==> config.mk <==
export PLATFORM = sky130hd
export DESIGN_NAME = cam_array
export DESIGN_NICKNAME = d
export VERILOG_FILES = /design/src/rtl/cam_pkg.sv /design/src/rtl/cam_storage.sv /design/src/rtl/cam_cmp_mask.sv /design/src/rtl/cam_match_vec.sv /design/src/rtl/cam_prio_enc.sv /design/src/rtl/cam_array.sv
export SDC_FILE = /design/constraint.sdc
export NUM_CORES = 2
export LEC_CHECK = 0
export BUFFER_PORTS_ARGS = -buffer_cell sky130_fd_sc_hd__buf_2
export CAP_MARGIN = 10
export CORE_ASPECT_RATIO = 0.6
export CORE_MARGIN = 2
export CORE_UTILIZATION = 34
export CTS_CLUSTER_SIZE = 16
export DETAILED_ROUTE_END_ITERATION = 6
export GPL_TIMING_DRIVEN = 0
export PLACE_DENSITY = 0.56
export RECOVER_POWER = 100
export SYNTH_ARGS = -nofsm -noshare
export SYNTH_HDL_FRONTEND = slang
export SYNTH_SLANG_ARGS = --single-unit
==> constraint.sdc <==
create_clock -name clk_i -period 7.6 [get_ports clk_i]
set_input_delay 1.9 -clock clk_i [delete_from_list [all_inputs] [get_ports clk_i]]
set_output_delay 1.9 -clock clk_i [all_outputs]
set_load 0.02 [all_outputs]
==> src/rtl/cam_pkg.sv <==
package cam_pkg;
  typedef logic [1:0] tag_t;
  localparam tag_t TAG_EMPTY = 2'b00;
  localparam tag_t TAG_VALID = 2'b01;
  localparam tag_t TAG_SKIP  = 2'b10;
  localparam tag_t TAG_RAM   = 2'b11;

  typedef logic [1:0] amode_t;
  localparam amode_t AM_ABS   = 2'b00;
  localparam amode_t AM_MATCH = 2'b01;
  localparam amode_t AM_FREE  = 2'b10;
  localparam amode_t AM_AREG  = 2'b11;
endpackage

==> src/rtl/cam_storage.sv <==
module cam_storage
  import cam_pkg::*;
#(
  parameter int DEPTH = 16,
  parameter int WIDTH = 64,
  localparam int AW = $clog2(DEPTH)
) (
  input  logic                        clk_i,
  input  logic                        rst_ni,
  input  logic                        we_i,
  input  logic [AW-1:0]               waddr_i,
  input  logic [WIDTH-1:0]            wdata_i,
  input  tag_t                        wtag_i,
  output logic [DEPTH-1:0][WIDTH-1:0] data_o,
  output logic [DEPTH-1:0][1:0]       tags_o
);
  for (genvar e = 0; e < DEPTH; e++) begin : g_ent
    always_ff @(posedge clk_i or negedge rst_ni) begin
      if (!rst_ni) begin
        data_o[e] <= '0;
        tags_o[e] <= TAG_EMPTY;
      end else if (we_i && waddr_i == AW'(e)) begin
        data_o[e] <= wdata_i;
        tags_o[e] <= wtag_i;
      end
    end
  end
endmodule

==> src/rtl/cam_cmp_mask.sv <==
module cam_cmp_mask #(
  parameter int WIDTH = 64,
  parameter int SEG_W = 16,
  localparam int NSEG = WIDTH / SEG_W,
  localparam int SPW  = $clog2(NSEG)
) (
  input  logic [SPW-1:0]   split_i,
  input  logic             mask_en_i,
  input  logic [WIDTH-1:0] mask_i,
  output logic [WIDTH-1:0] cmask_o
);
  // segment s is compared when it lies within the top split_i+1 segments
  for (genvar s = 0; s < NSEG; s++) begin : g_seg
    localparam int NEED = NSEG - 1 - s;
    logic seg_on;
    assign seg_on = (int'(split_i) >= NEED);
    assign cmask_o[s*SEG_W +: SEG_W] = {SEG_W{seg_on}}
                                     & ~(mask_en_i ? mask_i[s*SEG_W +: SEG_W] : '0);
  end
endmodule

==> src/rtl/cam_match_vec.sv <==
module cam_match_vec
  import cam_pkg::*;
#(
  parameter int DEPTH = 16,
  parameter int WIDTH = 64
) (
  input  logic [DEPTH-1:0][WIDTH-1:0] data_i,
  input  logic [DEPTH-1:0][1:0]       tags_i,
  input  logic [WIDTH-1:0]            key_i,
  input  logic [WIDTH-1:0]            cmask_i,
  input  tag_t                        sel_tag_i,
  output logic [DEPTH-1:0]            hit_o
);
  for (genvar e = 0; e < DEPTH; e++) begin : g_cmp
    assign hit_o[e] = (tags_i[e] == sel_tag_i)
                    && (((data_i[e] ^ key_i) & cmask_i) == '0);
  end
endmodule

==> src/rtl/cam_prio_enc.sv <==
module cam_prio_enc #(
  parameter int N = 16,
  localparam int IW = $clog2(N)
) (
  input  logic [N-1:0]  req_i,
  output logic          any_o,
  output logic [IW-1:0] idx_o
);
  // descending scan: lowest index wins
  always_comb begin
    any_o = 1'b0;
    idx_o = '0;
    for (int i = N - 1; i >= 0; i--) begin
      if (req_i[i]) begin
        any_o = 1'b1;
        idx_o = IW'(i);
      end
    end
  end
endmodule

==> src/rtl/cam_array.sv <==
module cam_array
  import cam_pkg::*;
#(
  parameter int DEPTH = 16,
  parameter int WIDTH = 64,
  parameter int SEG_W = 16,
  localparam int AW   = $clog2(DEPTH),
  localparam int NSEG = WIDTH / SEG_W,
  localparam int SPW  = $clog2(NSEG)
) (
  input  logic             clk_i,
  input  logic             rst_ni,
  input  logic [SPW-1:0]   split_i,
  input  logic             mask_en_i,
  input  logic [WIDTH-1:0] mask_i,
  input  logic             cmp_req_i,
  input  logic             cmp_auto_i,
  input  logic [1:0]       cmp_tag_i,
  input  logic [WIDTH-1:0] comparand_i,
  input  logic [AW-1:0]    addr_i,
  input  logic [AW-1:0]    areg_i,
  input  logic             wr_en_i,
  input  logic [1:0]       wr_mode_i,
  input  logic [WIDTH-1:0] wr_data_i,
  input  logic [1:0]       wr_tag_i,
  input  logic             rd_en_i,
  input  logic [1:0]       rd_mode_i,
  output logic             match_o,
  output logic [AW-1:0]    match_addr_o,
  output logic [AW-1:0]    next_free_o,
  output logic             full_o,
  output logic [WIDTH-1:0] rd_data_o,
  output logic [1:0]       rd_tag_o
);
  logic [DEPTH-1:0][WIDTH-1:0] data_vec;
  logic [DEPTH-1:0][1:0]       tag_vec;
  logic [WIDTH-1:0]            cmask;
  logic [DEPTH-1:0]            hit, empty_vec;
  logic                        hit_any, free_any;
  logic [AW-1:0]               hit_idx;
  tag_t                        sel_tag;
  logic                        we, wr_ok, rd_ok;
  logic [AW-1:0]               waddr, raddr;

  cam_cmp_mask #(.WIDTH(WIDTH), .SEG_W(SEG_W)) u_mask (
    .split_i  (split_i),
    .mask_en_i(mask_en_i),
    .mask_i   (mask_i),
    .cmask_o  (cmask)
  );

  assign sel_tag = cmp_auto_i ? TAG_VALID : cmp_tag_i;

  cam_match_vec #(.DEPTH(DEPTH), .WIDTH(WIDTH)) u_match (
    .data_i   (data_vec),
    .tags_i   (tag_vec),
    .key_i    (comparand_i),
    .cmask_i  (cmask),
    .sel_tag_i(sel_tag),
    .hit_o    (hit)
  );

  cam_prio_enc #(.N(DEPTH)) u_hit_enc (
    .req_i(hit),
    .any_o(hit_any),
    .idx_o(hit_idx)
  );

  for (genvar e = 0; e < DEPTH; e++) begin : g_empty
    assign empty_vec[e] = (tag_vec[e] == TAG_EMPTY);
  end

  cam_prio_enc #(.N(DEPTH)) u_free_enc (
    .req_i(empty_vec),
    .any_o(free_any),
    .idx_o(next_free_o)
  );

  assign full_o = ~free_any;

  always_ff @(posedge clk_i or negedge rst_ni) begin
    if (!rst_ni) begin
      match_o      <= 1'b0;
      match_addr_o <= '0;
    end else if (cmp_req_i) begin
      match_o      <= hit_any;
      match_addr_o <= hit_idx;
    end
  end

  // target resolution shared by both access paths
  function automatic logic [AW:0] resolve(input amode_t m, input logic [AW-1:0] abs_a,
                                          input logic [AW-1:0] ar, input logic mv,
                                          input logic [AW-1:0] ma, input logic fv,
                                          input logic [AW-1:0] fa);
    unique case (m)
      AM_ABS:   return {1'b1, abs_a};
      AM_MATCH: return {mv, ma};
      AM_FREE:  return {fv, fa};
      default:  return {1'b1, ar};
    endcase
  endfunction

  assign {wr_ok, waddr} = resolve(wr_mode_i, addr_i, areg_i, match_o, match_addr_o,
                                  free_any, next_free_o);
  assign {rd_ok, raddr} = resolve(rd_mode_i, addr_i, areg_i, match_o, match_addr_o,
                                  free_any, next_free_o);
  assign we = wr_en_i && wr_ok;

  cam_storage #(.DEPTH(DEPTH), .WIDTH(WIDTH)) u_store (
    .clk_i  (clk_i),
    .rst_ni (rst_ni),
    .we_i   (we),
    .waddr_i(waddr),
    .wdata_i(wr_data_i),
    .wtag_i (wr_tag_i),
    .data_o (data_vec),
    .tags_o (tag_vec)
  );

  always_ff @(posedge clk_i or negedge rst_ni) begin
    if (!rst_ni) begin
      rd_data_o <= '0;
      rd_tag_o  <= TAG_EMPTY;
    end else if (rd_en_i && rd_ok) begin
      rd_data_o <= data_vec[raddr];
      rd_tag_o  <= tag_vec[raddr];
    end
  end
endmodule

# Word level (Yosys, flattened, before mapping)
# Cells that the tools add are included.
[word_totals]
ff_bits = 1127
input_bits = 217
output_inout_bits = 76
elab_cells = 259
[classes]
magnitude_cmp = 4
n_eq_ne = 35
n_mux = 75
bitwise = 40
reduce_logical = 69
[ops]
columns = ["operator", "count"]
rows = [
  ["64-bit bitwise AND", 16],
  ["64-bit logical NOT", 16],
  ["64-bit XOR", 16],
  ["64-bit binary-select mux with 4-bit select", 1],
  ["4-bit 2-to-1 mux", 32],
  ["16-bit 2-to-1 mux", 4],
  ["64-bit 2-to-1 mux", 1],
  ["16-bit inverter", 4],
  ["16-bit bitwise AND", 3],
  ["2-bit logical NOT", 18],
  ["1-bit logical AND", 34],
  ["2-bit equality test", 16],
  ["4-bit equality test, second input constant", 8],
  ["1-bit 2-to-1 mux", 32],
  ["5-bit case mux with 3 select lines", 2],
  ["4-bit by 3-bit equality test with 1-bit output, second input constant", 4],
  ["2-bit binary-select mux with 4-bit select", 1],
  ["4-bit by 2-bit equality test with 1-bit output, second input constant", 2],
  ["4-bit by 5-bit less-than comparator with 1-bit output, second input constant", 1],
  ["2-bit by 1-bit equality test with 1-bit output, second input constant", 2],
  ["2-bit equality test, second input constant", 2],
  ["4-bit by 1-bit equality test with 1-bit output, second input constant", 1],
  ["2-bit >= comparator, second input constant", 2],
  ["4-bit logical NOT", 1],
  ["3 further kinds", 4],
]

# Depth between registers and ports, before layout
[logic_depth]
word_depth = 22
ltp_mapped = 14
ltp_nobuf = 9

# Hierarchy
# From an unflattened synthesis, not the netlist that was laid out.
[unflattened]
hier_cells = 5888
hier_area_um2 = 68280.5
[modules_own_cells]
columns = ["module", "n_inst", "cells_per_inst", "area_each_um2", "seq_area_each_um2"]
rows = [
  ["cam_storage", 1, 2314, 39610.5, 26425.3],
  ["cam_match_vec", 1, 1970, 15792.6, 0.0],
  ["cam_array", 1, 1462, 12079.1, 1776.7],
  ["cam_cmp_mask", 1, 76, 440.4, 0.0],
  ["cam_prio_enc", 2, 33, 178.9, 0.0],
]

# Worst setup path before layout
# OpenSTA, ideal clock, no wires.
[synth_path]
kind = "in2reg"
startpoint = "in split_i[0]"
endpoint = "reg match_addr_o[1]"
setup_ns = 0.126
arrival_ns = 4.421
t_required_ns = 7.474
slack_ns = 3.053
path_stages = 12
path_buffers = 4
cell_sequence = "clkbuf_1 > and2_1 > clkbuf_1 > buf_1 > nand2_1 > clkbuf_1 > o21ai_0 > nor4_1 > nand4_1 > o41ai_1 > nor2_1 > a221o_1"
[synth_between]
elab_chain_len = 21
word_cells_on_any_way = 70
classes_between = "order compare: 3; mux: 16; bitwise: 19; reduce/logical: 32"
[synth_lines]
columns = ["element", "line_no", "text"]
rows = [
  ["start, declared", "cam_array.sv:13", "input logic [SPW-1:0] split_i,"],
  ["2-bit >= comparator or 2-bit by 1-bit >= comparator with 1-bit output (tied branches)", "cam_cmp_mask.sv:16", "assign seg_on = (int'(split_i) >= NEED);"],
  ["16-bit bitwise AND", "cam_cmp_mask.sv:18", "& ~(mask_en_i ? mask_i[s*SEG_W +: SEG_W] : '0);"],
  ["64-bit bitwise AND", "cam_match_vec.sv:16", "&& (((data_i[e] ^ key_i) & cmask_i) == '0);"],
  ["64-bit logical NOT", "cam_match_vec.sv:16", ""],
  ["1-bit logical AND", "cam_match_vec.sv:16", ""],
  ["4-bit 2-to-1 mux (15 in series)", "cam_prio_enc.sv:14", "if (req_i[i]) begin"],
  ["4-bit 2-to-1 mux (*)", "cam_prio_enc.sv:14", ""],
  ["end signal, assigned", "cam_array.sv:87", "match_addr_o <= hit_idx;"],
  ["end, declared", "cam_array.sv:29", "output logic [AW-1:0] match_addr_o,"],
]
# Mark *: on every way between the ends. The rest lies on a longest branch, timed or not.
# A chain may end at the register's enable or synchronous reset.

# Final worst setup path
[layout_path]
startpoint = "in mask_en_i"
endpoint = "reg match_addr_o[1]"
[layout_between]
elab_chain_len = 22
word_cells_on_any_way = 75
classes_between = "mux: 20; bitwise: 23; reduce/logical: 32"
[layout_lines]
columns = ["element", "line_no", "text"]
rows = [
  ["start, declared", "cam_array.sv:14", "input logic mask_en_i,"],
  ["16-bit 2-to-1 mux", "cam_cmp_mask.sv:18", ""],
  ["16-bit inverter", "cam_cmp_mask.sv:18", ""],
  ["16-bit bitwise AND", "cam_cmp_mask.sv:18", ""],
  ["64-bit bitwise AND", "cam_match_vec.sv:16", ""],
  ["64-bit logical NOT", "cam_match_vec.sv:16", ""],
  ["1-bit logical AND", "cam_match_vec.sv:16", ""],
  ["4-bit 2-to-1 mux (15 in series)", "cam_prio_enc.sv:14", ""],
  ["4-bit 2-to-1 mux (*)", "cam_prio_enc.sv:14", ""],
]
# Marks and branches as above.

==> key figures <==
Outcome
  • Status: complete, but fails checks
  • Failing checks: design-rule violations, max-capacitance violations, max-slew violations, negative setup slack

Clock tree
  • Clk sinks: roughly 1100
  • CTS max path bufs: 3
  • Reg clk slew, reported paths: ~0.06 ns
  • Total number of H-tree levels: 3
  • Post-CTS Setup Bufs: 0
  • Clk Latency, worst-skew pair: 0.80 ns
  • CTS Root Cell: clkbuf_16
  • CTS tree: built
  • CTS Buf Count: 116

Finish
  • Final Util: 39.6%
  • Area grow syn2layout: 15.8%
  • Design Area, Final: 77600 µm²
  • Nets: 6873
  • Post-Layout Cell Count: 9463
  • Layout cells sized above 1: 23.9%

Synth
  • Yosys reg bits: 1127
  • Area leader, netlist: dfrtp_1
  • Synth cell types: 65
  • Syn Nets: between 6000 and 7000
  • Top cell type's share of synthesized area: 42.1%
  • Yosys Warn Count: 0
  • Most frequent cells after synthesis: dfrtp_1, mux2_2, xor2_1
  • Synth top area cells: dfrtp_1, mux2_2, xor2_1
  • EDFF count, synth: 0
  • Netlist Area Pre-Place: 67000 µm²
  • Post-Syn Instances: 6171
  • Avg Cell Area, Syn: 10.9 µm²
  • Register area share after synthesis: 42.1%
  • Count leader, synth: dfrtp_1
  • Most used DFF post-synth: dfrtp_1
  • Synth async-reset ratio: 100%

Timing
  • RSZ-0062 raised after global routing: no
  • FMAX: 124 MHz
  • Slew Limit Headroom: -231%
  • Slew @ Worst Pin: 4.97 ns
  • Worst hold margin: 0.483 ns
  • Final Slew Violations: about 440
  • Tcrit/Tclk final: 106%
  • Setup TNS: -4.57 ns
  • Final Critical Period: 8.08 ns
  • Final WS setup: -0.477 ns
  • Clock skew: between 0.02 and 0.03 ns
  • # setup viols final: 23
  • Final Hold Vio Count: 0

Global route
  • Total GRT Usage: 54.8%
  • GR Overflow Total: 0
  • Met3 Use GR: 40.2%
  • Met1 Track Usage GR: 71.8%
  • Global-route wire length before repair: 694 mm
  • Grt peak-use layer: met1
  • Global routing usage on met2: 63.5%
  • Number of global-route vias before repair: 57865
  • Initial antenna violation count: 181
  • Largest net degree at the start of global routing: 159

Drt
  • Number of iterations in the first detailed-routing pass: 7
  • Vias/cell: 7.03
  • Post-DR wirelength/cell: about 60 µm
  • Routed Antenna Nets: 0
  • DR iter-0 viols: approximately 13000
  • Drt total wl: 565 mm
  • DRC viols: 1
  • Vias: 66505

Die
  • Die area: 201000 µm²
  • Initial core utilization: 34.2%
  • Core area: 196000 µm²
  • IO Count: just under 300
  • Die Ht: 348 µm
  • Chip width: 577 µm
  • Row count: 126

Worst hold path
  • HP Class: reg2reg
  • Hold path startpoint: rd_data_o[44]$_DFFE_PN0P_

Critical path
  • CP Capture Type: register
  • CP Launch Type: input pin
  • CP arrival: 8.74 ns
  • Worst reg2reg startpoint: u_store.tags_o[13]$_DFFE_PN0P_
  • Critical Path RT: a little over 8 ns
  • Critical Path Start: mask_en_i
  • WS Path Type: in2reg
  • Worst-path maximum fanout: 10

Placement
  • IO Port Bufs: about 220
  • Post-DP HPWL: 458 mm
  • # placed instances: 9126
  • Placed Instance Area: 73500 µm²
  • GP Congestion: 1.16
  • Pre-CTS setup slack: -0.853 ns

Flow run
  • Max Cap Viol: 40

Power and ir drop
  • Total power: 39.3 mW
  • PwrDens: 507 nW/µm²
  • Leak: 33.8 nW
  • Worst VDD drop: 0.243 mV
cells by family (layout without fill, tap and decap cells):
logic type | after synthesis | count (layout) | synth area share, %
AO/OA/AOI/OAI | 1252 | 1252 | 13.2
XOR/XNOR | 1056 | 1056 | 13.8
buffers and inverters | 593 | 1167 | 3.57
flip-flops | 1127 | 1127 | 42.1
multiplexers | 1323 | 1323 | 22.0
other | 0 | 94 | 0
AND/OR/NAND/NOR | 820 | 820 | 5.25
state kept, by name (all words and copies together), names as in the netlist:
| signal | flops |
|---|---|
| match_addr_o | 4 |
| match_o | 1 |
| rd_data_o | 64 |
| u_store.data_o | 1024 |
| rd_tag_o | 2 |
| u_store.tags_o | 32 |
worst paths after layout:
check | slack, ns | end | cells after the start
setup / recovery | -0.48 | match_addr_o[1]$_DFFE_PN0P_ | 12
hold / removal | 0.48 | rd_data_o[44]$_DFFE_PN0P_ | 2
setup reg to reg | -0.13 | rd_data_o[4]$_DFFE_PN0P_ | 14
hold reg to reg | 0.48 | rd_data_o[44]$_DFFE_PN0P_ | 2
max in group asynchronous | 0.87 | u_store.data_o[848]$_DFFE_PN0P_ | 4
min in group asynchronous | 2.89 | u_store.data_o[556]$_DFFE_PN0P_ | 1
power by group:
| group | internal (mW) | switching (mW) |
|---|---|---|
| combinational | 5.70 | 15.1 |
| clock | 3.28 | 2.84 |
| sequential | 8.73 | 3.65 |
| total | 17.7 | 21.6 |
timing repair:
action	CTS	global route
hold buffers	0	0
resized for setup	2	0
setup endpoints to repair	1	0
worst max-delay path: stages:
cell,delay [ns]
buf_2,0.19
buf_2,0.45
buf_1,0.90
nand2_2,0.77
clkbuf_1,0.62
nand2_1,0.62
o21ai_0,0.41
a221oi_1,0.76
nand4_1,0.61
o41ai_1,0.92
nor2_1,0.18
a221o_1,0.34
layout by cell type, fill, tap and decap left out, drive strengths merged, types with 45 or more instances in the layout:
cell type	count
dfrtp	1127
o21ai	121
buf	371
nor2	47
diode	94
nand2	544
a21oi	269
a221oi	177
a32oi	75
xor2	866
o211ai	45
nand4	62
clkbuf	743
mux2i	261
xnor2	190
a22oi	412
mux2	1058
nand3	93
layer usage:
metal  wire length (µm)  share of wire [%]  vias to the layer above
met2             191000                 34                     6652
met1             231000                 41                    34968
met4              34100                6.0                      124
met5               2330               0.41                        -
li1                   -                  -                    23399
met3             106000                 19                     1362
area by class of cell:
class | count | area (µm²)
Fill cell | 19556 | 119000
Multi-Input combinational cell | 4451 | 36700
Sequential cell | 1127 | 28200
Clock buffer | 165 | 3360
Tap cell | 2624 | 3280
Timing Repair Buffer | 367 | 3050
Buffer | 583 | 2260
Clock inverter | 42 | 475
Antenna cell | 94 | 235
Inverter | 10 | 37.5
Power figures use the tool's default switching activity.
